[src/rtl/idx_bitop_pkg.sv]
package idx_bitop_pkg;

    localparam int DW     = 8;
    localparam int CYC_W  = 5;
    localparam logic [CYC_W-1:0] CYC_TEST   = 5'd20;
    localparam logic [CYC_W-1:0] CYC_MODIFY = 5'd23;
    localparam logic [2:0]       REG_CODE_MEM = 3'd6;

    typedef enum logic [1:0] {
        GRP_SHIFT = 2'b00,
        GRP_TEST  = 2'b01,
        GRP_CLEAR = 2'b10,
        GRP_SETB  = 2'b11
    } grp_e;

    typedef enum logic [2:0] {
        SH_RLC, SH_RRC, SH_RL, SH_RR, SH_SLA, SH_SRA, SH_SL1, SH_SRL
    } shop_e;

    typedef enum logic [1:0] {
        ST_IDLE, ST_READ, ST_EXEC, ST_DONE
    } state_e;

    // bit 7 first: sign, zero, copy5, half, copy3, parity, subtract, carry
    typedef struct packed {
        logic s;
        logic z;
        logic y;
        logic h;
        logic x;
        logic pv;
        logic n;
        logic c;
    } flags_t;

    typedef struct packed {
        grp_e       grp;
        logic [2:0] sel;
        logic [2:0] dst;
    } op_fields_t;

    typedef struct packed {
        logic [DW-1:0]    data;
        flags_t           flg;
        logic             wr_mem;
        logic             wr_reg;
        logic [CYC_W-1:0] cyc;
    } alu_out_t;

    // returns {carry_out, result}
    function automatic logic [DW:0] shift_op(shop_e op, logic [DW-1:0] v, logic cin);
        logic [DW:0] r;
        case (op)
            SH_RLC:  r = {v[DW-1], v[DW-2:0], v[DW-1]};
            SH_RRC:  r = {v[0], v[0], v[DW-1:1]};
            SH_RL:   r = {v[DW-1], v[DW-2:0], cin};
            SH_RR:   r = {v[0], cin, v[DW-1:1]};
            SH_SLA:  r = {v[DW-1], v[DW-2:0], 1'b0};
            SH_SRA:  r = {v[0], v[DW-1], v[DW-1:1]};
            SH_SL1:  r = {v[DW-1], v[DW-2:0], 1'b1};
            default: r = {v[0], 1'b0, v[DW-1:1]};
        endcase
        return r;
    endfunction

    function automatic logic even_parity(logic [DW-1:0] v);
        return ~^v;
    endfunction

endpackage

[src/rtl/idx_ea_calc.sv]
module idx_ea_calc #(
    parameter int AW   = 16,
    parameter int OFSW = 8
) (
    input  logic [AW-1:0]   base,
    input  logic [OFSW-1:0] ofs,
    output logic [AW-1:0]   ea
);
    localparam int EXT_W = AW - OFSW;

    logic [AW-1:0] ofs_ext;

    assign ofs_ext = {{EXT_W{ofs[OFSW-1]}}, ofs};
    assign ea      = base + ofs_ext;
endmodule

[src/rtl/idx_bitop_alu.sv]
module idx_bitop_alu
    import idx_bitop_pkg::*;
(
    input  logic [DW-1:0] opcode,
    input  logic [DW-1:0] operand,
    input  flags_t        flags_in,
    input  logic [1:0]    addr_hint,   // {address bit 13, address bit 11}
    output alu_out_t      res
);
    op_fields_t  f;
    logic [DW:0] sh;
    logic        tbit;
    logic [DW-1:0] mask;

    always_comb begin
        f    = op_fields_t'(opcode);
        sh   = shift_op(shop_e'(f.sel), operand, flags_in.c);
        tbit = operand[f.sel];
        mask = 8'd1 << f.sel;

        res        = '0;
        res.flg    = flags_in;
        res.data   = operand;
        res.cyc    = CYC_MODIFY;
        res.wr_mem = 1'b1;
        res.wr_reg = (f.dst != REG_CODE_MEM);

        case (f.grp)
            GRP_SHIFT: begin
                res.data   = sh[DW-1:0];
                res.flg.s  = sh[DW-1];
                res.flg.z  = (sh[DW-1:0] == '0);
                res.flg.y  = sh[5];
                res.flg.h  = 1'b0;
                res.flg.x  = sh[3];
                res.flg.pv = even_parity(sh[DW-1:0]);
                res.flg.n  = 1'b0;
                res.flg.c  = sh[DW];
            end
            GRP_TEST: begin
                res.wr_mem = 1'b0;
                res.wr_reg = 1'b0;
                res.cyc    = CYC_TEST;
                res.flg.s  = (f.sel == 3'd7) && tbit;
                res.flg.z  = ~tbit;
                res.flg.y  = addr_hint[1];
                res.flg.h  = 1'b1;
                res.flg.x  = addr_hint[0];
                res.flg.pv = ~tbit;
                res.flg.n  = 1'b0;
            end
            GRP_CLEAR: res.data = operand & ~mask;
            default:   res.data = operand | mask;
        endcase
    end
endmodule

[src/rtl/idx_bitop_ctrl.sv]
module idx_bitop_ctrl
    import idx_bitop_pkg::*;
(
    input  logic clk,
    input  logic rst,
    input  logic start,
    output logic load,
    output logic rd_en,
    output logic exec,
    output logic fin
);
    state_e state_q, state_d;

    always_comb begin
        state_d = state_q;
        case (state_q)
            ST_IDLE: if (start) state_d = ST_READ;
            ST_READ: state_d = ST_EXEC;
            ST_EXEC: state_d = ST_DONE;
            default: state_d = ST_IDLE;
        endcase
    end

    always_ff @(posedge clk) begin
        if (rst) state_q <= ST_IDLE;
        else     state_q <= state_d;
    end

    assign load  = (state_q == ST_IDLE) && start;
    assign rd_en = (state_q == ST_READ);
    assign exec  = (state_q == ST_EXEC);
    assign fin   = (state_q == ST_DONE);
endmodule

[src/rtl/idx_bitop_exec.sv]
module idx_bitop_exec
    import idx_bitop_pkg::*;
#(
    parameter int ADDR_W = 16
) (
    input  logic              clk,
    input  logic              rst,
    input  logic              start,
    input  logic [ADDR_W-1:0] idx_base,
    input  logic [7:0]        disp,
    input  logic [7:0]        opcode,
    input  logic [7:0]        flags_in,
    input  logic [7:0]        refresh_in,
    output logic              mem_rd_en,
    output logic [ADDR_W-1:0] mem_addr,
    input  logic [7:0]        mem_rd_data,
    output logic              mem_wr_en,
    output logic [7:0]        mem_wr_data,
    output logic              reg_wr_en,
    output logic [2:0]        reg_wr_sel,
    output logic [7:0]        reg_wr_data,
    output logic              done,
    output logic [4:0]        cycles_out,
    output logic [ADDR_W-1:0] memptr,
    output logic [7:0]        flags_out,
    output logic [7:0]        refresh_out
);
    localparam int HINT_HI = ADDR_W - 3;
    localparam int HINT_LO = ADDR_W - 5;

    logic              load, exec, fin;
    logic [ADDR_W-1:0] base_q;
    logic [7:0]        disp_q, op_q, ref_q;
    flags_t            flg_q;
    logic [ADDR_W-1:0] ea;
    alu_out_t          alu_res, res_q;

    idx_bitop_ctrl u_ctrl (
        .clk   (clk),
        .rst   (rst),
        .start (start),
        .load  (load),
        .rd_en (mem_rd_en),
        .exec  (exec),
        .fin   (fin)
    );

    idx_ea_calc #(.AW(ADDR_W), .OFSW(8)) u_ea (
        .base (base_q),
        .ofs  (disp_q),
        .ea   (ea)
    );

    idx_bitop_alu u_alu (
        .opcode    (op_q),
        .operand   (mem_rd_data),
        .flags_in  (flg_q),
        .addr_hint ({ea[HINT_HI], ea[HINT_LO]}),
        .res       (alu_res)
    );

    always_ff @(posedge clk) begin
        if (rst) begin
            base_q <= '0;
            disp_q <= '0;
            op_q   <= '0;
            ref_q  <= '0;
            flg_q  <= '0;
        end else if (load) begin
            base_q <= idx_base;
            disp_q <= disp;
            op_q   <= opcode;
            ref_q  <= refresh_in;
            flg_q  <= flags_t'(flags_in);
        end
    end

    always_ff @(posedge clk) begin
        if (rst) begin
            res_q       <= '0;
            memptr      <= '0;
            refresh_out <= '0;
        end else if (exec) begin
            res_q       <= alu_res;
            memptr      <= ea;
            refresh_out <= {ref_q[7], ref_q[6:0] - 7'd1};
        end
    end

    assign mem_addr    = ea;
    assign done        = fin;
    assign mem_wr_en   = fin && res_q.wr_mem;
    assign mem_wr_data = res_q.data;
    assign reg_wr_en   = fin && res_q.wr_reg;
    assign reg_wr_sel  = op_q[2:0];
    assign reg_wr_data = res_q.data;
    assign cycles_out  = res_q.cyc;
    assign flags_out   = res_q.flg;
endmodule

[config.mk]
export PLATFORM = sky130hd
export DESIGN_NAME = idx_bitop_exec
export DESIGN_NICKNAME = d
export VERILOG_FILES = /design/src/rtl/idx_bitop_pkg.sv /design/src/rtl/idx_ea_calc.sv /design/src/rtl/idx_bitop_alu.sv /design/src/rtl/idx_bitop_ctrl.sv /design/src/rtl/idx_bitop_exec.sv
export SDC_FILE = /design/constraint.sdc
export NUM_CORES = 1
export LEC_CHECK = 0
export BUFFER_PORTS_ARGS = -buffer_cell sky130_fd_sc_hd__buf_2
export CORE_UTILIZATION = 53
export CTS_CLUSTER_SIZE = 25
export DETAILED_ROUTE_END_ITERATION = 10
export GPL_TIMING_DRIVEN = 1
export PLACE_DENSITY_LB_ADDON = 0.05
export SETUP_SLACK_MARGIN = 0.02
export SYNTH_ARGS = -nofsm -noshare
export SYNTH_HDL_FRONTEND = slang
export SYNTH_SLANG_ARGS = --single-unit
[constraint.sdc]
create_clock -name clk -period 2.74 [get_ports clk]
set_input_delay 0.274 -clock clk [delete_from_list [all_inputs] [get_ports clk]]
set_output_delay 0.274 -clock clk [all_outputs]
set_load 0.005 [all_outputs]
==> results of run 1 <==
## state kept, by name (all words and copies together), names as in the netlist, 8 cells and up
register,flops
ref_q,8
op_q,8
disp_q,8
refresh_out,8
flg_q,8
base_q,16
memptr,16
mem_wr_data,8
flags_out,8
## critical path: stages, from the launching register on
cell,delay (ns)
dfxtp_2,0.35
ha_4,0.26
a21oi_2,0.05
nand4b_1,0.31
a2111oi_4,0.49
nor2_4,0.08
a21oi_2,0.15
xnor2_1,0.13
buf_2,0.14
## per-stage QoR
step           setup slack (ns)  instance area [um2]  instances  power [W]
2_1_floorplan             0.547                 5030        633    0.00237
3_3_place_gp              0.400                 5550        831    0.00263
3_5_place_dp              0.340                 5550        831    0.00265
4_1_cts                  0.0233                 5780        847    0.00365
5_1_grt                  0.0298                 5870        849    0.00387
6_report                  0.129                 5870        849    0.00364
## worst paths after layout
check,start,endpoint,cells past startpoint
worst min-delay path,idx_base[13],base_q[13]$_SDFFE_PP0P_,3
worst min register to register,flg_q[1]$_SDFFE_PP0P_,flg_q[1]$_SDFFE_PP0P_,2
worst max-delay path,disp_q[1]$_SDFFE_PP0P_,mem_addr[15],8
worst max register to register,disp_q[1]$_SDFFE_PP0P_,memptr[15]$_SDFFE_PP0P_,8
## cells in the final DEF (no fill, tap or decap), drive strengths merged, types with 2 or more instances in the layout
master   synthesis  final
o211ai           8      8
or3              2      2
o21a             6      6
o2111ai          3      3
o22ai            2      2
and3             4      4
a311o            2      2
or2              2      2
nor2            58     58
mux2i           20     20
nand2          126    126
o21ai           20     20
nand3b           2      2
clkinv           1      3
nand2b           8      8
mux4             2      2
a21oi           74     74
nand3            3      3
xor2             8      8
a211oi          16     16
dfxtp           93     93
xnor2           16     16
a311oi           2      2
nor4b            2      2
clkbuf          23      9
a31oi            4      4
nand4            3      3
and2             4      4
or4              2      2
buf             48    142
a21o             3      3
nor3             8      8
ha              24     24
nor2b            5      5
inv             12     16
## where the power goes
group / internal, W / total, W / leakage (nW) / switching (W)
Combinational: 0.000450 / 0.00103 / 1.68 / 0.000576
Sequential: 0.00150 / 0.00161 / 0.761 / 0.000114
Clock: 0.000448 / 0.00100 / 0.110 / 0.000553
## cells by family after synthesis
family / synth area share [%]
AND/OR/NAND/NOR: 19.6
AO/OA/AOI/OAI: 19.2
flip-flops: 37.0
buffers and inverters: 8.72
adder cells (fa/ha/maj): 6.36
XOR/XNOR: 4.18
multiplexers: 4.87
other: 0.0745
## area by class of cell
class / instances / area share (%)
Inverter: 13 / 0.831
Timing Repair Buffer: 142 / 12.9
Clock buffer: 9 / 2.11
Tap cell: 129 / 2.75
Sequential cell: 93 / 31.8
Clock inverter: 7 / 1.53
Multi-Input combinational cell: 456 / 48.0
## metal layers
| layer | track usage [%] | part of all wire [%] | vias up |
|---|---|---|---|
| li1 | - | - | 2299 |
| met1 | 33.7 | 48 | 2035 |
| met2 | 37.7 | 44 | 152 |
| met3 | 5.90 | 6.3 | 16 |
| met4 | 6.67 | 1.0 | 2 |
| met5 | 0 | 0.11 | - |
## repair_timing
item                                    in CTS  in global routing
resized for setup                            4                 17
pin swaps                                    0                  7
buffers inserted                             0                  2
endpoints found under the setup margin       4                  8
==> key figures, run 1 <==
Outcome
  – Outcome: finished clean

Setup path
  – Crit end category: output pin
  – R2R Setup Slk: 0.27 ns
  – Crit path required time: 2.47 ns
  – Arrival time worst endpoint: approximately 2.3 ns
  – Crit Path Category: flip-flop to output pin
  – Crit start category: flip-flop
  – Critical-path maximum fanout: 3

Clock tree
  – Sink Count: between 90 and 100
  – Cts bufs inserted: 9
  – Clk root buf: clkbuf_8
  – Clock Latency Late Sink: 0.37 ns
  – Number of H-tree levels: 3
  – CTS Hold Bufs: 0
  – Longest Clk Path Bufs: 2
  – CTS tree: done
  – Reg clk slew, reported paths: 0.10 ns

Synth
  – Top FF cell, synth: dfxtp_1
  – Synth Net Count: about 720
  – Post-synth EDFFs: 0
  – List of most frequent post-synthesis cells: nand2_1, dfxtp_1, a21oi_1
  – Flops & latches, synth: 93
  – Syn avg cell area: ~8.0 um2
  – Most numerous cell in the Yosys netlist: nand2_1
  – Synth area leaders: dfxtp_1, nand2_1, a21oi_1, ha_1, buf_4
  – Synthesized instance count: around 630
  – Synthesized cell area: 0.00503 mm2
  – Total of warnings raised by yosys: 0
  – Yosys cell types: 57
  – Register area share after synthesis: between 30% and 40%
  – Yosys top cell by area: dfxtp_1
  – Ys async rst share: 0%
  – Fraction of synthesized cell area taken by the top area cell type: 37.0%

Detailed routing
  – WL final: 11.8 mm
  – Via/cell ratio: between 5 and 6
  – # DRC: 0
  – Via count: about 4,500
  – WL/cell: 14.0 um
  – Initial DRC Count: 207
  – Post-route ant nets: 0
  – DRT Pass-1 Iters: 6

Layout
  – Layout cells sized above 1: 25.8%
  – Area of the multi-input gates: 0.00282 mm2
  – Nets@finish: 799
  – Area Growth Syn to Fin: 16.6%
  – N_diodes: 0
  – Sequential Area: 0.00187 mm2
  – Post-layout util: ~64%
  – Fill cells: about 840

Floorplan
  – Die Ht: roughly 99 um
  – Core ar.: between 0.009 and 0.01 mm2
  – Num rows: 35
  – Initial Utilization: roughly 54%
  – Die X: about 100 um
  – Die area: around 0.01 mm2
  – Num ports: between 100 and 150

Timing
  – RSZ-0062 raised after global routing: true
  – Final setup viols: 0
  – Final hold slack: around 0.13 ns
  – Final cycle utilization of the critical path: a little over nine tenths
  – Fin. max-slew vios: 0
  – Clock skew: between 0.009 and 0.01 ns
  – Max transition margin: approximately 41%
  – Final Hold Violating Endpoints: 0
  – Slew @ Worst Pin: between 0.8 and 0.9 ns
  – Setup_tns: 0 ns
  – Fmax: roughly 380 MHz
  – Post-layout min period: ~2.6 ns

GRT
  – Global-route usage over all layers: roughly a quarter
  – First-pass GRT wire length: 19.3 mm
  – GRT Residual Overflow: 0
  – Largest net degree at the start of global routing: 70
  – Initial antenna violation count: 1
  – Vias in the first global route: between 4,000 and 5,000

Pwr
  – Pleak: between 2 and 3 nW
  – Worst vdd ir: 0.000441 V
  – Pwr/cell area: just over 600 mW/mm2

Job
  – # Max-Cap Violations: 0

Place
  – Port buffer count: around 130
  – DP HPWL: about 8.5 mm
  – Routability cong.: approximately 0.92

Hold path
  – Hold crit path type: input pin to flip-flop
(Power assumes the default switching activity.)
==> inputs of run 2 (changes only) <==
==> constraint.sdc (replaced) <==
create_clock -name clk -period 2.5 [get_ports clk]
set_input_delay 0.25 -clock clk [delete_from_list [all_inputs] [get_ports clk]]
set_output_delay 0.25 -clock clk [all_outputs]
set_load 0.005 [all_outputs]
==> run 2 against run 1 <==
Against the previous run:
- the flow now finishes with violations (negative setup slack)
- total power rose by 11%
- hold slack got worse by 0.025 ns
- setup slack worse by 0.17 ns
- design area increased by 3.0%
- critical path depth shrank 1
- utilization is 1.9 points higher
- routed wire length rose by 4.5%
==> key figures, run 2 (synthesized netlist as in run 1, its figures left out) <==
Layout
  – Sequential Area: roughly 0.0019 mm2
  – Most frequent cells in the layout: buf_2, nand2_1, dfxtp_1, a21oi_1, nor2_1
  – Area of the multi-input gates: ~0.0029 mm2
  – Post-layout util: 65.4%
  – Biggest regs: base_q x16, memptr x16
  – Fill cells: 818
  – Area Growth Syn to Fin: 20.1%
  – Leading cell type in the layout, fill and taps excluded: buf_2
  – Layout cells sized above 1: 29.1%
  – Nets@finish: 812
  – N_diodes: 0
  – Final Cell Area: slightly above 0.006 mm2

Setup path
  – Crit start category: flip-flop
  – Crit path cell chain: ha_1, a21o_1, a21oi_2, a21oi_1, o21ai_2, xnor2_1, buf_2
  – Crit path required time: between 2 and 2.5 ns
  – Crit Path Category: flip-flop to output pin
  – Arrival time worst endpoint: 2.29 ns
  – Critical-path maximum fanout: 5
  – Worst setup startpoint: base_q[3]$_SDFFE_PP0P_
  – CP max-delay cell: ha_1
  – Max incr delay on CP: between 0.3 and 0.4 ns
  – Reg2reg start: disp_q[7]$_SDFFE_PP0P_
  – Crit end category: output pin
  – Cells on worst reg2reg path: 9

Place
  – DP Area: 0.00556 mm2
  – Port buffer count: around 130
  – Routability cong.: 0.878
  – DP HPWL: roughly 8.5 mm
  – DP Worst Slack: about 0.11 ns

GRT
  – First-pass GRT wire length: approximately 20 mm
  – GRT Residual Overflow: 0
  – Vias in the first global route: 4,117
  – Initial antenna violation count: 1
  – Global-route usage over all layers: 24.4%
  – Largest net degree at the start of global routing: 63

Clock tree
  – Reg clk slew, reported paths: about 0.11 ns
  – Longest Clk Path Bufs: 2
  – CTS tree: done
  – Sink Count: 93
  – Number of H-tree levels: 3
  – Clock Latency Late Sink: ~0.36 ns
  – Cts bufs inserted: 9
  – Clk root buf: clkbuf_8

Floorplan
  – Core ar.: approximately 0.0092 mm2
  – Die Ht: 99.5 um
  – Initial Utilization: a little over half
  – Num rows: 35
  – Die X: between 90 and 100 um
  – Die area: 0.00989 mm2
  – Num ports: between 100 and 150

Detailed routing
  – DRT Pass-1 Iters: 4
  – Post-route ant nets: 0
  – Via count: between 4,000 and 5,000
  – Via/cell ratio: about 5.4
  – WL final: approximately 12 mm
  – WL/cell: roughly 14 um
  – # DRC: 0
  – Initial DRC Count: about 180

Hold path
  – Hold Crit Start: refresh_in[1]
  – Depth of the worst hold-timing path: 3
  – Hold crit path type: input pin to flip-flop

Pwr
  – Worst vdd ir: roughly 0.00034 V
  – Pwr/cell area: roughly 670 mW/mm2
  – Pleak: approximately 2.6 nW

Outcome
  – Failing checks: negative setup slack
  – Outcome: complete, but fails checks

Timing
  – Final setup viols: 2
  – Max transition margin: 38.2%
  – Post-layout min period: ~2.5 ns
  – Setup_tns: -0.0702 ns
  – Fin. max-slew vios: 0
  – Final hold slack: about 0.11 ns
  – RSZ-0062 raised after global routing: true
  – Clock skew: approximately 0.013 ns
  – Fmax: slightly below 400 MHz
  – Slew @ Worst Pin: 0.927 ns
  – Final Hold Violating Endpoints: 0
  – Final WS setup: -0.0380 ns
  – Final cycle utilization of the critical path: 102%

Job
  – # Max-Cap Violations: 0
-- run 2: cell count changes in the layout (fill, tap and decap cells not counted), sizes merged --
cell	before	now
clkinvlp	0	1
buf	142	155
clkinv	3	2
-- run 2: layout make-up --
cell class              count  share of cell area [%]
repair buffers            155                    13.7
multi-input cells         456                    48.4
inverters                  13                   0.807
flip-flops and latches     93                    30.9
clock inverters             7                    1.43
clock buffers               9                    2.05
well taps                 129                    2.67
-- run 2: critical path: cells and delay by family (launching register included) --
family | cells | cell delay, ns
XOR/XNOR | 1 | 0.18
AO/OA/AOI/OAI | 4 | 0.89
buffers and inverters | 1 | 0.16
adder cells (fa/ha/maj) | 1 | 0.36
flip-flops | 1 | 0.33
-- run 2: metrics by stage --
stage	cells	power [W]
after global placement	836	0.00289
after detailed placement	836	0.00291
after CTS	858	0.00401
after global routing	862	0.00427
final	862	0.00403
after floorplan	633	0.00260
-- run 2: final timing paths --
path,end,slack (ns)
max,mem_addr[13],-0.04
min reg2reg,flg_q[1]$_SDFFE_PP0P_,0.46
max reg2reg,memptr[15]$_SDFFE_PP0P_,0.03
min,ref_q[1]$_SDFFE_PP0P_,0.11
-- run 2: timing repair --
item / 4_1_cts / 5_1_grt
gates resized for setup: 22 / 20
pin swaps: 12 / 12
setup endpoints to repair: 8 / 11
hold buffers: 0 / 0
buffers inserted: 6 / 4
gates cloned: 0 / 0
-- run 2: where the power goes --
part / internal, W / total [W] / switching, W
combinational: 0.000520 / 0.00118 / 0.000656
sequential: 0.00164 / 0.00177 / 0.000128
clock: 0.000486 / 0.00108 / 0.000595
total: 0.00265 / 0.00403 / 0.00138
-- run 2: per-layer routing --
metal / up-vias / part of all wire, % / track usage [%]
met2: 157 / 45 / 38.0
met1: 2138 / 47 / 33.6
met5: - / 0.13 / 0
li1: 2326 / - / -
met3: 22 / 6.3 / 5.48
met4: 2 / 1.6 / 7.92
==> inputs of run 3 (changes only) <==
--- a/config.mk
+++ b/config.mk
@@ -5,13 +5,13 @@
 export SDC_FILE = /design/constraint.sdc
 export NUM_CORES = 1
 export LEC_CHECK = 0
+export ABC_AREA = 1
 export BUFFER_PORTS_ARGS = -buffer_cell sky130_fd_sc_hd__buf_2
-export CORE_UTILIZATION = 53
+export CORE_UTILIZATION = 54
 export CTS_CLUSTER_SIZE = 25
 export DETAILED_ROUTE_END_ITERATION = 10
 export GPL_TIMING_DRIVEN = 1
 export PLACE_DENSITY_LB_ADDON = 0.05
-export SETUP_SLACK_MARGIN = 0.02
 export SYNTH_ARGS = -nofsm -noshare
 export SYNTH_HDL_FRONTEND = slang
 export SYNTH_SLANG_ARGS = --single-unit
==> run 3 against run 2 <==
Against the previous run:
- the flow now finishes without violations
- largest power group is now combinational cells
- critical path type unchanged
- clock power shrank 11%
- synthesized cell count up 18%
- sequential share of layout area grew 0.64 points
- first-iteration DRC count rose by 39%
- global-route usage is 2.1 points higher
- sequential power up 27%
- routed wire length up 7.4%
- count of clock-buffer cells in the layout unchanged
- combinational power up 150%
- die area up 1.5%
- via count up 8.4%
- final cell count is 13% higher
==> key figures, run 3 <==
Timing
  – Final Hold Violating Endpoints: 0
  – RSZ-0062 raised after global routing: false
  – Fin. max-slew vios: 0
  – Post-layout min period: approximately 2.3 ns
  – Setup_tns: 0 ns
  – Final hold slack: 0.134 ns
  – Max transition margin: between 60% and 70%
  – Slew @ Worst Pin: between 0.5 and 0.6 ns
  – Final setup viols: 0
  – Clock skew: between 0.015 and 0.02 ns
  – Fmax: about 430 MHz
  – Final cycle utilization of the critical path: between 90% and 100%

Hold path
  – Depth of the worst hold-timing path: 3
  – Hold crit path type: input pin to flip-flop
  – Hold Path Sink: op_q[2]$_SDFFE_PP0P_
  – Hold Crit Start: opcode[2]

Setup path
  – R2R Setup Slk: 0.46 ns
  – Crit end category: output pin
  – Crit start category: flip-flop
  – Crit path required time: around 2.3 ns
  – CP max-delay cell: fa_2
  – Cells on worst reg2reg path: 10
  – Delay-heaviest family, CP: adder cells
  – Reg2reg start: op_q[3]$_SDFFE_PP0P_
  – Critical-path maximum fanout: 3
  – Crit path cell chain: ha_1, inv_1, fa_2, o21ai_2, nand2_1, nand2_2, xor2_1, buf_2
  – Arrival time worst endpoint: between 2 and 2.5 ns
  – CP Buf/Inv Count: 2
  – Max incr delay on CP: approximately 0.39 ns
  – CP Depth: 8
  – Crit Path Category: flip-flop to output pin
  – R2r endpoint: flags_out[2]$_SDFFE_PP0P_

Synth
  – Fraction of synthesized cell area taken by the top area cell type: between 30% and 40%
  – Ys async rst share: 0%
  – Post-synth EDFFs: 0
  – Most numerous cell in the Yosys netlist: nor2_1
  – List of most frequent post-synthesis cells: nor2_1, nand2_1, dfxtp_1
  – Top FF cell, synth: dfxtp_1
  – Synth area leaders: dfxtp_1, nor2_1, o21ai_0, nand2_1, ha_1
  – Yosys top cell by area: dfxtp_1
  – Synth Net Count: roughly 830
  – Syn avg cell area: just under 7 um2
  – Yosys cell types: 42
  – Register area share after synthesis: a little over a third
  – Synthesized instance count: roughly 750
  – Flops & latches, synth: 93
  – Synthesized cell area: 0.00520 mm2
  – Total of warnings raised by yosys: 0

GRT
  – Initial antenna violation count: 0
  – GRT Residual Overflow: 0
  – Global-route usage over all layers: a little over a quarter
  – Vias in the first global route: 4,401
  – Largest net degree at the start of global routing: between 60 and 70
  – First-pass GRT wire length: ~21 mm

Layout
  – Layout cells sized above 1: between 20% and 30%
  – Fill cells: ~920
  – Area Growth Syn to Fin: 13.4%
  – Biggest regs: base_q x16, memptr x16
  – Most frequent cells in the layout: nor2_1, buf_2, nand2_1, dfxtp_1, o21ai_0
  – Nets@finish: 921
  – Area of the multi-input gates: 0.00264 mm2
  – Sequential Area: between 0.0015 and 0.002 mm2
  – N_diodes: 0

Detailed routing
  – Post-route ant nets: 0
  – WL final: ~13 mm
  – # DRC: 0
  – Via count: approximately 5,000
  – Initial DRC Count: 254
  – Via/cell ratio: just over 5
  – DRT Pass-1 Iters: 6
  – WL/cell: 13.7 um

Clock tree
  – Sink Count: slightly above 90
  – Longest Clk Path Bufs: 2
  – Reg clk slew, reported paths: roughly 0.11 ns
  – Number of H-tree levels: 3
  – Clk root buf: clkbuf_8
  – CTS Hold Bufs: 0
  – CTS tree: done
  – Cts bufs inserted: 9
  – Clock Latency Late Sink: between 0.3 and 0.4 ns

Floorplan
  – Die area: around 0.01 mm2
  – Die X: ~100 um
  – Die Ht: 100 um
  – Core ar.: between 0.009 and 0.01 mm2
  – Num rows: 35
  – Initial Utilization: 56.1%
  – Num ports: approximately 140

Pwr
  – Clock power frac: approximately 16%
  – Internal: between 0.003 and 0.004 W
  – Register share of total power: 36.6%
  – Worst vdd ir: between 0.0005 and 0.0006 V
  – Switching power: 0.00267 W
  – Pwr/cell area: a little over 1000 mW/mm2
  – Sw Ratio: a little over two fifths
  – Pleak: 3.05 nW
  – Comb pwr share: 47.7%

Place
  – DP HPWL: between 10 and 15 mm
  – Port buffer count: approximately 130
  – Routability cong.: approximately 0.94

Job
  – # Max-Cap Violations: 0

Outcome
  – Outcome: finished clean
run 3: tightest hold or removal path, stage by stage:
cell and delay [ns]:
buf_2 0.07, o21ai_0 0.07, nor2_1 0.08
run 3: timing repair:
item	in CTS	in global routing
resized for setup	0	2
setup buffers	0	1
setup endpoints to repair	0	8
run 3: cells by family (layout without fill, tap and decap cells):
logic type / after synthesis / after routing / synth area share, %
and+or+nand+nor: 290 / 290 / 23.4
AOI/OAI and AO/OA: 181 / 181 / 19.0
other: 1 / 1 / 0.0720
buffers and inverters: 146 / 240 / 13.5
DFF: 93 / 93 / 35.8
adders and majority gates: 25 / 25 / 6.15
xor gates and xnor gates: 12 / 12 / 2.02
run 3: how the worst max path moves through the flow:
| stage | slack [ns] | to | from |
|---|---|---|---|
| 4_1_cts | 0.02 | mem_addr[6] | base_q[0]$_SDFFE_PP0P_ |
| 3_3_place_gp | 0.46 | mem_addr[6] | base_q[0]$_SDFFE_PP0P_ |
| 2_1_floorplan | 0.72 | mem_addr[14] | base_q[0]$_SDFFE_PP0P_ |
| 3_5_place_dp | 0.42 | mem_addr[6] | base_q[0]$_SDFFE_PP0P_ |
| 5_1_grt | 0.007 | mem_addr[13] | disp_q[7]$_SDFFE_PP0P_ |
| 6_report | 0.16 | mem_addr[6] | base_q[0]$_SDFFE_PP0P_ |
run 3: power groups by stage:
stage               Combinational (W)  Clock, W  Sequential, W
CTS                           0.00291  0.000983        0.00223
global route                  0.00327   0.00105        0.00229
floorplan                     0.00214         0        0.00220
global placement              0.00286         0        0.00224
detailed placement            0.00289         0        0.00226
finish                        0.00291  0.000962        0.00224
run 3: layer usage:
| layer | part of all wire [%] | track usage, % | vias up | routed length [um] |
|---|---|---|---|---|
| li1 | - | - | 2580 | - |
| met4 | 0.63 | 5.13 | 0 | 84 |
| met2 | 44 | 40.8 | 178 | 5890 |
| met3 | 7.0 | 4.60 | 8 | 937 |
| met1 | 48 | 39.0 | 2270 | 6390 |
| met5 | 0 | 0 | - | 0 |
run 3: cell type report:
class	instances	share of cell area, %
multi-input combinational	509	44.8
sequential	93	31.6
timing repair buffer	142	12.4
inverter	82	5.26
tap	129	2.74
clock buffer	9	2.10
clock inverter	7	1.10
run 3: metrics by stage:
stage | cell area [um2] | setup WS, ns | cells | util, % | total power (W)
global placement | 5700 | 0.465 | 954 | 61.4 | 0.00510
global route | 5900 | 0.00652 | 971 | 63.6 | 0.00661
detailed placement | 5700 | 0.418 | 954 | 61.4 | 0.00516
finish | 5900 | 0.162 | 971 | 63.6 | 0.00611
floorplan | 5200 | 0.715 | 748 | - | 0.00434
CTS | 5890 | 0.0150 | 970 | 63.4 | 0.00612
